==> src/rtl/sdmon_pkg.sv <==
package sdmon_pkg;
  localparam int BANKS       = 4;
  localparam int BANK_W      = 2;
  localparam int ADDR_W      = 12;
  localparam int AP_BIT      = 10;
  localparam int WSINGLE_BIT = 9;
  localparam int NUM_ERR     = 11;
  localparam int CODE_W      = 4;

  typedef enum logic [3:0] {
    CMD_NOP = 4'd0, CMD_ACT = 4'd1, CMD_READ = 4'd2, CMD_WRITE = 4'd3,
    CMD_PRE = 4'd4, CMD_PREALL = 4'd5, CMD_AREF = 4'd6, CMD_SREF = 4'd7,
    CMD_BSTOP = 4'd8, CMD_MRS = 4'd9
  } cmd_e;

  localparam int ERR_RCD  = 1;
  localparam int ERR_RP   = 2;
  localparam int ERR_RAS  = 3;
  localparam int ERR_RC   = 4;
  localparam int ERR_RRD  = 5;
  localparam int ERR_RDL  = 6;
  localparam int ERR_BUSY = 7;
  localparam int ERR_LOCK = 8;
  localparam int ERR_IDLE = 9;
  localparam int ERR_OPEN = 10;
  localparam int ERR_EXIT = 11;

  // Strobe bundle from control to the bank datapath
  typedef struct packed {
    cmd_e              cmd;
    logic [BANK_W-1:0] bank;
    logic [ADDR_W-1:0] addr;
  } strobe_t;
endpackage

==> src/rtl/sdmon_ctrl.sv <==
module sdmon_ctrl import sdmon_pkg::*; #(
  parameter int TRC     = 7,
  parameter int MRS_GAP = 2
) (
  input  logic               clk,
  input  logic               rstN,
  input  logic               cke,
  input  logic               csN,
  input  logic               rasN,
  input  logic               casN,
  input  logic               weN,
  input  logic [BANK_W-1:0]  ba,
  input  logic [ADDR_W-1:0]  addr,
  input  logic [NUM_ERR-1:0] dpErr,
  output strobe_t            stb,
  output cmd_e               cmdQ,
  output logic               errPulse,
  output logic [CODE_W-1:0]  errCode,
  output logic [NUM_ERR-1:0] errSticky
);
  localparam int CNT_W = $clog2(TRC + MRS_GAP + 1);

  logic ckePrev, selfRef;
  logic [CNT_W-1:0] exitCnt, mrsCnt;
  cmd_e rawCmd, effCmd;
  logic [NUM_ERR-1:0] allErr;
  logic [CODE_W-1:0] firstCode;

  always_comb begin
    rawCmd = CMD_NOP;
    if (!csN) begin
      case ({rasN, casN, weN})
        3'b000:  rawCmd = CMD_MRS;
        3'b001:  rawCmd = cke ? CMD_AREF : CMD_SREF;
        3'b011:  rawCmd = CMD_ACT;
        3'b101:  rawCmd = CMD_READ;
        3'b100:  rawCmd = CMD_WRITE;
        3'b010:  rawCmd = addr[AP_BIT] ? CMD_PREALL : CMD_PRE;
        3'b110:  rawCmd = CMD_BSTOP;
        default: rawCmd = CMD_NOP;
      endcase
    end
    effCmd = (selfRef || !ckePrev) ? CMD_NOP : rawCmd;
  end

  always_comb begin
    stb.cmd  = effCmd;
    stb.bank = ba;
    stb.addr = addr;
  end

  always_comb begin
    allErr = dpErr;
    allErr[ERR_LOCK-1] = (mrsCnt != '0) && (effCmd != CMD_NOP);
    allErr[ERR_EXIT-1] = (exitCnt != '0) && (effCmd != CMD_NOP);
    firstCode = '0;
    for (int i = NUM_ERR - 1; i >= 0; i--)
      if (allErr[i]) firstCode = CODE_W'(i + 1);
  end

  always_ff @(posedge clk or negedge rstN) begin
    if (!rstN) begin
      ckePrev   <= 1'b1;
      selfRef   <= 1'b0;
      exitCnt   <= '0;
      mrsCnt    <= '0;
      cmdQ      <= CMD_NOP;
      errPulse  <= 1'b0;
      errCode   <= '0;
      errSticky <= '0;
    end else begin
      ckePrev   <= cke;
      cmdQ      <= effCmd;
      errPulse  <= |allErr;
      errCode   <= firstCode;
      errSticky <= errSticky | allErr;
      if (mrsCnt != '0) mrsCnt <= mrsCnt - 1'b1;
      if (effCmd == CMD_MRS) mrsCnt <= CNT_W'(MRS_GAP - 1);
      if (exitCnt != '0) exitCnt <= exitCnt - 1'b1;
      if (selfRef) begin
        if (cke) begin
          selfRef <= 1'b0;
          exitCnt <= CNT_W'(TRC - 1);
        end
      end else if (effCmd == CMD_SREF) begin
        selfRef <= 1'b1;
      end
    end
  end
endmodule

==> src/rtl/sdmon_bank_dp.sv <==
module sdmon_bank_dp import sdmon_pkg::*; #(
  parameter int TRCD = 2,
  parameter int TRP  = 2,
  parameter int TRAS = 5,
  parameter int TRC  = 7,
  parameter int TRRD = 2,
  parameter int TRDL = 2
) (
  input  logic                     clk,
  input  logic                     rstN,
  input  strobe_t                  stb,
  output logic [NUM_ERR-1:0]       dpErr,
  output logic [BANKS-1:0]         bankActive,
  output logic [BANKS*ADDR_W-1:0]  openRows
);
  localparam int MAX_BURST = 8;
  localparam int LEN_W     = $clog2(MAX_BURST) + 1;
  localparam int SPAN      = TRCD + TRP + TRAS + TRC + TRRD + TRDL + MAX_BURST;
  localparam int CNT_W     = $clog2(SPAN + 1);

  logic [LEN_W-1:0]  rdLen, wrLen, mrsLen;
  logic [CNT_W-1:0]  rrdCnt;
  logic [BANK_W-1:0] lastAct;
  logic isAccess, isAct, isPreAll, isPreOne, eRrd, eBusy;
  logic [BANKS-1:0] eRcd, eIdle, eOpen, eRp, eRc, eRas, eRdl;

  assign isAccess = (stb.cmd == CMD_READ) || (stb.cmd == CMD_WRITE);
  assign isAct    = (stb.cmd == CMD_ACT);
  assign isPreAll = (stb.cmd == CMD_PREALL);
  assign isPreOne = (stb.cmd == CMD_PRE);
  assign eRrd  = isAct && (rrdCnt != '0) && (stb.bank != lastAct);
  assign eBusy = ((stb.cmd == CMD_MRS) || (stb.cmd == CMD_AREF) ||
                  (stb.cmd == CMD_SREF)) && (|bankActive);

  always_comb begin
    case (stb.addr[2:0])
      3'd1:    mrsLen = LEN_W'(2);
      3'd2:    mrsLen = LEN_W'(4);
      3'd3:    mrsLen = LEN_W'(8);
      default: mrsLen = LEN_W'(1);
    endcase
  end

  always_ff @(posedge clk or negedge rstN) begin
    if (!rstN) begin
      rdLen   <= LEN_W'(1);
      wrLen   <= LEN_W'(1);
      rrdCnt  <= '0;
      lastAct <= '0;
    end else begin
      if (rrdCnt != '0) rrdCnt <= rrdCnt - 1'b1;
      if (isAct) begin
        rrdCnt  <= CNT_W'(TRRD - 1);
        lastAct <= stb.bank;
      end
      if (stb.cmd == CMD_MRS) begin
        rdLen <= mrsLen;
        wrLen <= stb.addr[WSINGLE_BIT] ? LEN_W'(1) : mrsLen;
      end
    end
  end

  for (genvar g = 0; g < BANKS; g++) begin : g_bank
    logic active, apPend;
    logic [ADDR_W-1:0] row;
    logic [CNT_W-1:0] rcdCnt, rasCnt, rcCnt, rpCnt, wrCnt, apCnt;
    logic mine, accessHit, actHit, preHit, apFire;

    assign mine      = (stb.bank == BANK_W'(g));
    assign accessHit = isAccess && mine;
    assign actHit    = isAct && mine;
    assign preHit    = (isPreOne && mine) || isPreAll;
    assign apFire    = apPend && (apCnt == '0);

    assign eIdle[g] = accessHit && !active;
    assign eRcd[g]  = accessHit && active && (rcdCnt != '0);
    assign eOpen[g] = actHit && active;
    assign eRp[g]   = actHit && (rpCnt != '0);
    assign eRc[g]   = actHit && (rcCnt != '0);
    assign eRas[g]  = preHit && active && (rasCnt != '0);
    assign eRdl[g]  = preHit && active && (wrCnt != '0);

    assign bankActive[g] = active;
    assign openRows[g*ADDR_W +: ADDR_W] = row;

    always_ff @(posedge clk or negedge rstN) begin
      if (!rstN) begin
        active <= 1'b0;
        apPend <= 1'b0;
        row    <= '0;
        rcdCnt <= '0;
        rasCnt <= '0;
        rcCnt  <= '0;
        rpCnt  <= '0;
        wrCnt  <= '0;
        apCnt  <= '0;
      end else begin
        if (rcdCnt != '0) rcdCnt <= rcdCnt - 1'b1;
        if (rasCnt != '0) rasCnt <= rasCnt - 1'b1;
        if (rcCnt  != '0) rcCnt  <= rcCnt - 1'b1;
        if (rpCnt  != '0) rpCnt  <= rpCnt - 1'b1;
        if (wrCnt  != '0) wrCnt  <= wrCnt - 1'b1;
        if (apPend && apCnt != '0) apCnt <= apCnt - 1'b1;
        if (apFire || (preHit && active)) begin
          active <= 1'b0;
          apPend <= 1'b0;
          rpCnt  <= CNT_W'(TRP - 1);
        end
        if (accessHit && active) begin
          if (stb.cmd == CMD_WRITE) wrCnt <= CNT_W'(int'(wrLen) + TRDL - 2);
          if (stb.addr[AP_BIT]) begin
            apPend <= 1'b1;
            apCnt  <= (stb.cmd == CMD_WRITE) ? CNT_W'(int'(wrLen) + TRDL - 2)
                                             : CNT_W'(int'(rdLen) - 1);
          end
        end
        if (actHit) begin
          active <= 1'b1;
          apPend <= 1'b0;
          row    <= stb.addr;
          rcdCnt <= CNT_W'(TRCD - 1);
          rasCnt <= CNT_W'(TRAS - 1);
          rcCnt  <= CNT_W'(TRC - 1);
        end
      end
    end
  end

  always_comb begin
    dpErr = '0;
    dpErr[ERR_RCD-1]  = |eRcd;
    dpErr[ERR_RP-1]   = |eRp;
    dpErr[ERR_RAS-1]  = |eRas;
    dpErr[ERR_RC-1]   = |eRc;
    dpErr[ERR_RRD-1]  = eRrd;
    dpErr[ERR_RDL-1]  = |eRdl;
    dpErr[ERR_BUSY-1] = eBusy;
    dpErr[ERR_IDLE-1] = |eIdle;
    dpErr[ERR_OPEN-1] = |eOpen;
  end
endmodule

==> src/rtl/sdram_cmd_monitor.sv <==
module sdram_cmd_monitor import sdmon_pkg::*; #(
  parameter int TRCD    = 2,
  parameter int TRP     = 2,
  parameter int TRAS    = 5,
  parameter int TRC     = 7,
  parameter int TRRD    = 2,
  parameter int TRDL    = 2,
  parameter int MRS_GAP = 2
) (
  input  logic         clk,
  input  logic         rstN,
  input  logic         cke,
  input  logic         csN,
  input  logic         rasN,
  input  logic         casN,
  input  logic         weN,
  input  logic [1:0]   ba,
  input  logic [11:0]  addr,
  output logic [3:0]   cmdOut,
  output logic [3:0]   bankActive,
  output logic [47:0]  openRows,
  output logic         errPulse,
  output logic [3:0]   errCode,
  output logic [10:0]  errSticky
);
  strobe_t stb;
  cmd_e cmdQ;
  logic [NUM_ERR-1:0] dpErr;

  sdmon_ctrl #(.TRC(TRC), .MRS_GAP(MRS_GAP)) u_ctrl (
    .clk(clk), .rstN(rstN), .cke(cke), .csN(csN), .rasN(rasN), .casN(casN),
    .weN(weN), .ba(ba), .addr(addr), .dpErr(dpErr), .stb(stb), .cmdQ(cmdQ),
    .errPulse(errPulse), .errCode(errCode), .errSticky(errSticky)
  );

  sdmon_bank_dp #(.TRCD(TRCD), .TRP(TRP), .TRAS(TRAS), .TRC(TRC),
                  .TRRD(TRRD), .TRDL(TRDL)) u_dp (
    .clk(clk), .rstN(rstN), .stb(stb), .dpErr(dpErr),
    .bankActive(bankActive), .openRows(openRows)
  );

  assign cmdOut = cmdQ;
endmodule

==> config.mk <==
export PLATFORM = sky130hd
export DESIGN_NAME = sdram_cmd_monitor
export DESIGN_NICKNAME = d
export VERILOG_FILES = /design/src/rtl/sdmon_pkg.sv /design/src/rtl/sdmon_ctrl.sv /design/src/rtl/sdmon_bank_dp.sv /design/src/rtl/sdram_cmd_monitor.sv
export SDC_FILE = /design/constraint.sdc
export NUM_CORES = 1
export LEC_CHECK = 0
export ABC_AREA = 1
export CAP_MARGIN = 20
export CORE_MARGIN = 3
export CORE_UTILIZATION = 50
export CTS_BUF_LIST = sky130_fd_sc_hd__clkbuf_4
export CTS_CLUSTER_DIAMETER = 60
export DETAILED_ROUTE_END_ITERATION = 12
export DONT_BUFFER_PORTS = 1
export GPL_TIMING_DRIVEN = 0
export HOLD_SLACK_MARGIN = 0.02
export SLEW_MARGIN = 20
export SYNTH_ARGS = -nofsm -noshare
export SYNTH_HDL_FRONTEND = slang
export SYNTH_HIERARCHICAL = 1
export SYNTH_SLANG_ARGS = --single-unit
==> constraint.sdc <==
create_clock -name clk -period 3.85 [get_ports clk]
set_input_delay 0.77 -clock clk [delete_from_list [all_inputs] [get_ports clk]]
set_output_delay 0.77 -clock clk [all_outputs]
set_load 0.01 [all_outputs]
# Yosys cells after proc, flatten, opt, wreduce, memory -nomap -nowiden
# Cells that the tools add are included.
# word_totals
ff_bits,221
input_bits,21
output_inout_bits,72
wordCells,352
# op_classes
addsub,30
eq_ne,21
n_mux,109
bitwise_logic,1
reduce_logical,143
# ops
op,count
5-bit two-way mux,59
5-bit nonzero test,25
"5-bit by 1-bit subtractor with 5-bit output, second input constant",25
4-bit two-way mux,19
1-bit logical AND,61
2-bit nonzero test,22
32-bit OR reduction,1
4-bit OR reduction,8
1-bit two-way mux,29
4-bit one-hot mux with 7 select lines,1
5-bit logical NOT,4
"4-bit by 3-bit == test with 1-bit output, second input constant",4
"3-bit by 2-bit == test with 1-bit output, second input constant",4
1-bit logical OR,12
4-bit one-hot mux with 3 select lines,1
4-bit nonzero test,3
11-bit bitwise OR,1
"3-bit == test, second input constant",3
"4-bit by 2-bit == test with 1-bit output, second input constant",2
"4-bit by 1-bit subtractor with 4-bit output, second input constant",2
"3-bit by 1-bit == test with 1-bit output, second input constant",2
"4-bit by 2-bit adder with 5-bit output, second input constant",1
1-bit logical NOT,5
"4-bit by 1-bit subtractor with 5-bit output, second input constant",1
8 further kinds,9

# Depth between registers and ports, before layout
# logic_depth
depth_word,18
ltp_mapped,24
depth_no_buf,23

# By module
# Netlist, hierarchy kept.
# modules_own_cells
mod,n_inst,cells_per_inst,area_per_inst_um2
sdmon_bank_dp,1,1199,9945.8
sdmon_ctrl,1,158,1426.4

# Least setup slack after synthesis
# No wires, ideal clock.
# synth_timing
path_kind,input to register
startpoint,in csN
endpoint,reg u_ctrl.errCode[0]
arrival_time_ns,3.013
required_ns,3.785
slack_ns,0.772
stages,22
path_buffers,1
path_cell_list,nor2_2 -> nand2_2 -> nor4_1 -> inv_2 -> nand2_2 -> nor2_4 -> nand2_2 -> buf_6 -> inv_2 -> nand2_1 -> nand4_1 -> clkinv_1 -> nand4_1 -> nand2_1 -> nand2_1 -> nand2_1 -> nand2_1 -> nand2_1 -> nand2_1 -> nand2_1 -> nand2_1 -> nand2_1
# synth_lines
element,line,source
from (decl),sdram_cmd_monitor.sv:13,"input logic csN,"
to (signal assigned),sdmon_ctrl.sv:75,errCode <= firstCode;
to (decl),sdmon_ctrl.sv:18,"output logic [CODE_W-1:0] errCode,"

==> results list <==
- Detailed Routing Iterations Pass 1: 5
* Cell count after synthesis: 1354
- STA puts the critical path data required time at between 4000 and 5000 ps.
- Clock buffers created by TritonCTS: 59
- The flow ran to the end, but the final reports show violations.
- Buffers placed on the I/O ports in this run total 0.
- Post-synth design cell area: 11350 um^2
* CTS tree: built
- The final-report max-slew violation count was 0.
- Measured along the x axis, the die boundary spans about 160 um.
- Floorplan Core Area: 22090 um^2
- The count of nets left with antenna violations once routing finished came out at 0.
* Post-synthesis average cell area: 8.385 um^2
- Shortest clock period the worst path allows after layout: ~3400 ps
* Worst flop-to-flop path endpoint: u_ctrl/errCode[0]
- Area enclosed by the die boundary: between 20000 and 25000 um^2
- Clock latency at the later pin of the worst-skew pair: 700 ps
- Yosys printed 6 warnings.
* R2r setup slk: 420 ps
- Root Driver: clkbuf_4
- Critical Path Fanout Max: 10
* Clk_skew: 46.78 ps
- Number of sinks driven by the clock tree: approximately 220
- Fraction of layout cells with a size suffix above 1: 11.96%
* Instance area at placement: 11720 um^2
- Maximum number of pins on one net before global-route repair: 222
- The floorplan has 54 rows.
* Floorplan die height: 156.7 um
* P&R area growth vs syn: 9.963%
- The HPWL after detailed placement is about 19 mm.
- Hold crit path type: in2async
- Final hold analysis gives a worst-case slack of -209.7 ps.
* Final period util: 89.09%
* WL final: 26.87 mm
* Launching point of the worst reg2reg path: u_ctrl/selfRef
- Post-detailed-route DRC marker count: 0
- Peak supply drop: around 0.00037 V
- In this run, the number of DRC markers left after iteration 0 of detailed routing was 526.
* Violations in the final reports: hold timing
* Max-cap check violation count: 0
- Counting along the longest clock path gives a buffer depth of 3.
* CTS H-Tree Depth: 2
- In this run, post-CTS repair resized a total of 0 instances.
- The via count of the first global-routing pass was 8852.
- Combined global-route utilization of all metal layers: 22.70%
- At the worst endpoint, the arrival time is 3980 ps.
- Summed over all cells, the static leakage comes to 6.447 nW.
- Launching instance or port of the critical path: u_ctrl/selfRef
* Type of destination of the critical path: register
- Routability-driven placement finished with a final weighted congestion of slightly above 0.9.
- First-pass GRT wire length: 44.82 mm
- Top-level I/O count: between 90 and 100
- Dividing the detail-routed via count by the number of cells gives 5.142.
- Nets in the synthesized netlist: 1420
- STA classifies the critical path startpoint as a register.
* Post-placement setup slack: 124.7 ps
* Total non-filler cell area in the finished layout: approximately 12000 um^2
* Power per cell area: 775.6 nW/um^2
- End point of the critical path: u_ctrl/errCode[0]
- Final setup violating endpoints: 0
- At the pin with the least slew margin, the transition time is 938.3 ps.
- Critical setup path kind: reg2reg
- Number of nets in the finished design: between 1000 and 1500
- The number of antenna violations at the first check in global routing came to 2.
* RSZ-0062 raised after global routing: no
- Depth of the worst register-to-register path: 23
- The initial utilization of the core area, before any placement, comes to 51.39%.
- After clock tree synthesis, the clock-pin slew on the worst setup and hold paths is roughly 60 ps.
- Setup slack closes at 420.1 ps.
- Post-CTS Setup Inserts: 0
- Setup TNS after final layout: 0 ps
- Fmax: 291.6 MHz
* Wire length per cell after detailed routing: 15.40 um
- The number of hold-slack violations in the final timing report was around 220.
- Total vias in the final route: around 9000
- Overall overflow remaining after global route: 0
* Relative slew margins: 37.44%
## worst min path at each step
stage	slack, ps	from	end
5_1_grt	-300	rstN	u_dp/wrLen[2]
6_report	-210	rstN	u_dp/g_bank[3].apCnt[1]
3_5_place_dp	480	rstN	u_dp/g_bank[2].rasCnt[3]
2_1_floorplan	450	u_dp/g_bank[2].rcdCnt[0]	u_dp/g_bank[2].rcdCnt[0]
4_1_cts	-290	rstN	u_dp/g_bank[0].rcdCnt[3]
3_3_place_gp	460	u_dp/g_bank[2].rcdCnt[0]	u_dp/g_bank[2].rcdCnt[0]
## flip-flops by register name, indices dropped and copies added (netlist names), 5 cells and up
signal	cells
u_dp/g_bank.rasCnt	20
u_dp/rrdCnt	5
u_dp/g_bank.rpCnt	20
u_dp/g_bank.apCnt	20
u_dp/g_bank.rcCnt	20
u_dp/g_bank.wrCnt	20
u_dp/g_bank.rcdCnt	20
u_ctrl/errSticky	11
u_dp/g_bank.row	48
## metal layers
metal / track usage [%] / routed length, um
met5: 0 / 0
met4: 6.586 / 435
met3: 5.890 / 1635
met2: 35.54 / 12350
met1: 31.41 / 12450
## layout make-up
cell class / count / area, um^2
antenna: 2 / 5.005
buffer: 40 / 286.5
clock buffer: 84 / 630.6
clock inverter: 23 / 123.9
fill: 2110 / 9609
inverter: 190 / 713.2
multi-input combinational: 903 / 4826
sequential: 221 / 5534
tap: 280 / 350.3
timing repair buffer: 2 / 15.01
## worst max-delay path, stage by stage, from the launching register on
cell	delay (ps)
dfrtp_1	430
nor2_2	110
nand2_2	90
a21oi_4	160
a21boi_4	300
buf_4	240
inv_2	130
nor2_2	160
nand2_1	90
nor2_1	300
buf_2	350
nand2_1	80
nand4_1	170
clkinv_1	130
nand4_1	110
nand2_1	50
nand2_1	60
nand2_1	50
nand2_1	50
nand2_1	40
nand2_1	50
nand2_1	50
nand2_1	50
nand2_1	40
## cell usage in the layout (no fill, tap or decap), types with 4 or more instances in the layout
cell	n
o22ai_1	7
xor2_1	31
dfrtp_1	218
nand4_1	19
buf_2	11
clkinv_1	20
o21ai_0	90
or2_2	4
nor2_4	4
nor3_1	41
o211ai_1	7
or2_1	11
nand3b_1	15
inv_1	182
o21ai_1	28
xnor2_1	22
ha_1	45
nand2_1	322
clkbuf_4	84
nand3_1	70
a21oi_1	34
buf_4	23
buf_6	5
nand2_2	11
o21bai_1	4
nor2_1	107
inv_2	7
## per-stage QoR
step                      util, %  power (mW)  std cells
final                       56.51       9.683       1745
after global routing        56.51       10.67       1745
after CTS                   56.44       9.798       1742
after detailed placement    53.02       7.683       1635
after global placement      52.97       7.543       1634
after floorplan                 -       6.913       1354
## where the power goes
group          total [mW]  internal [mW]  leakage (nW)  switching, mW
Combinational        3.45           1.49          3.30           1.96
Clock                2.05           1.07         0.443          0.976
Sequential           4.18           3.35          2.70          0.828
Total                9.68           5.92          6.45           3.76
Note: power is estimated with default switching activity, not from simulation.
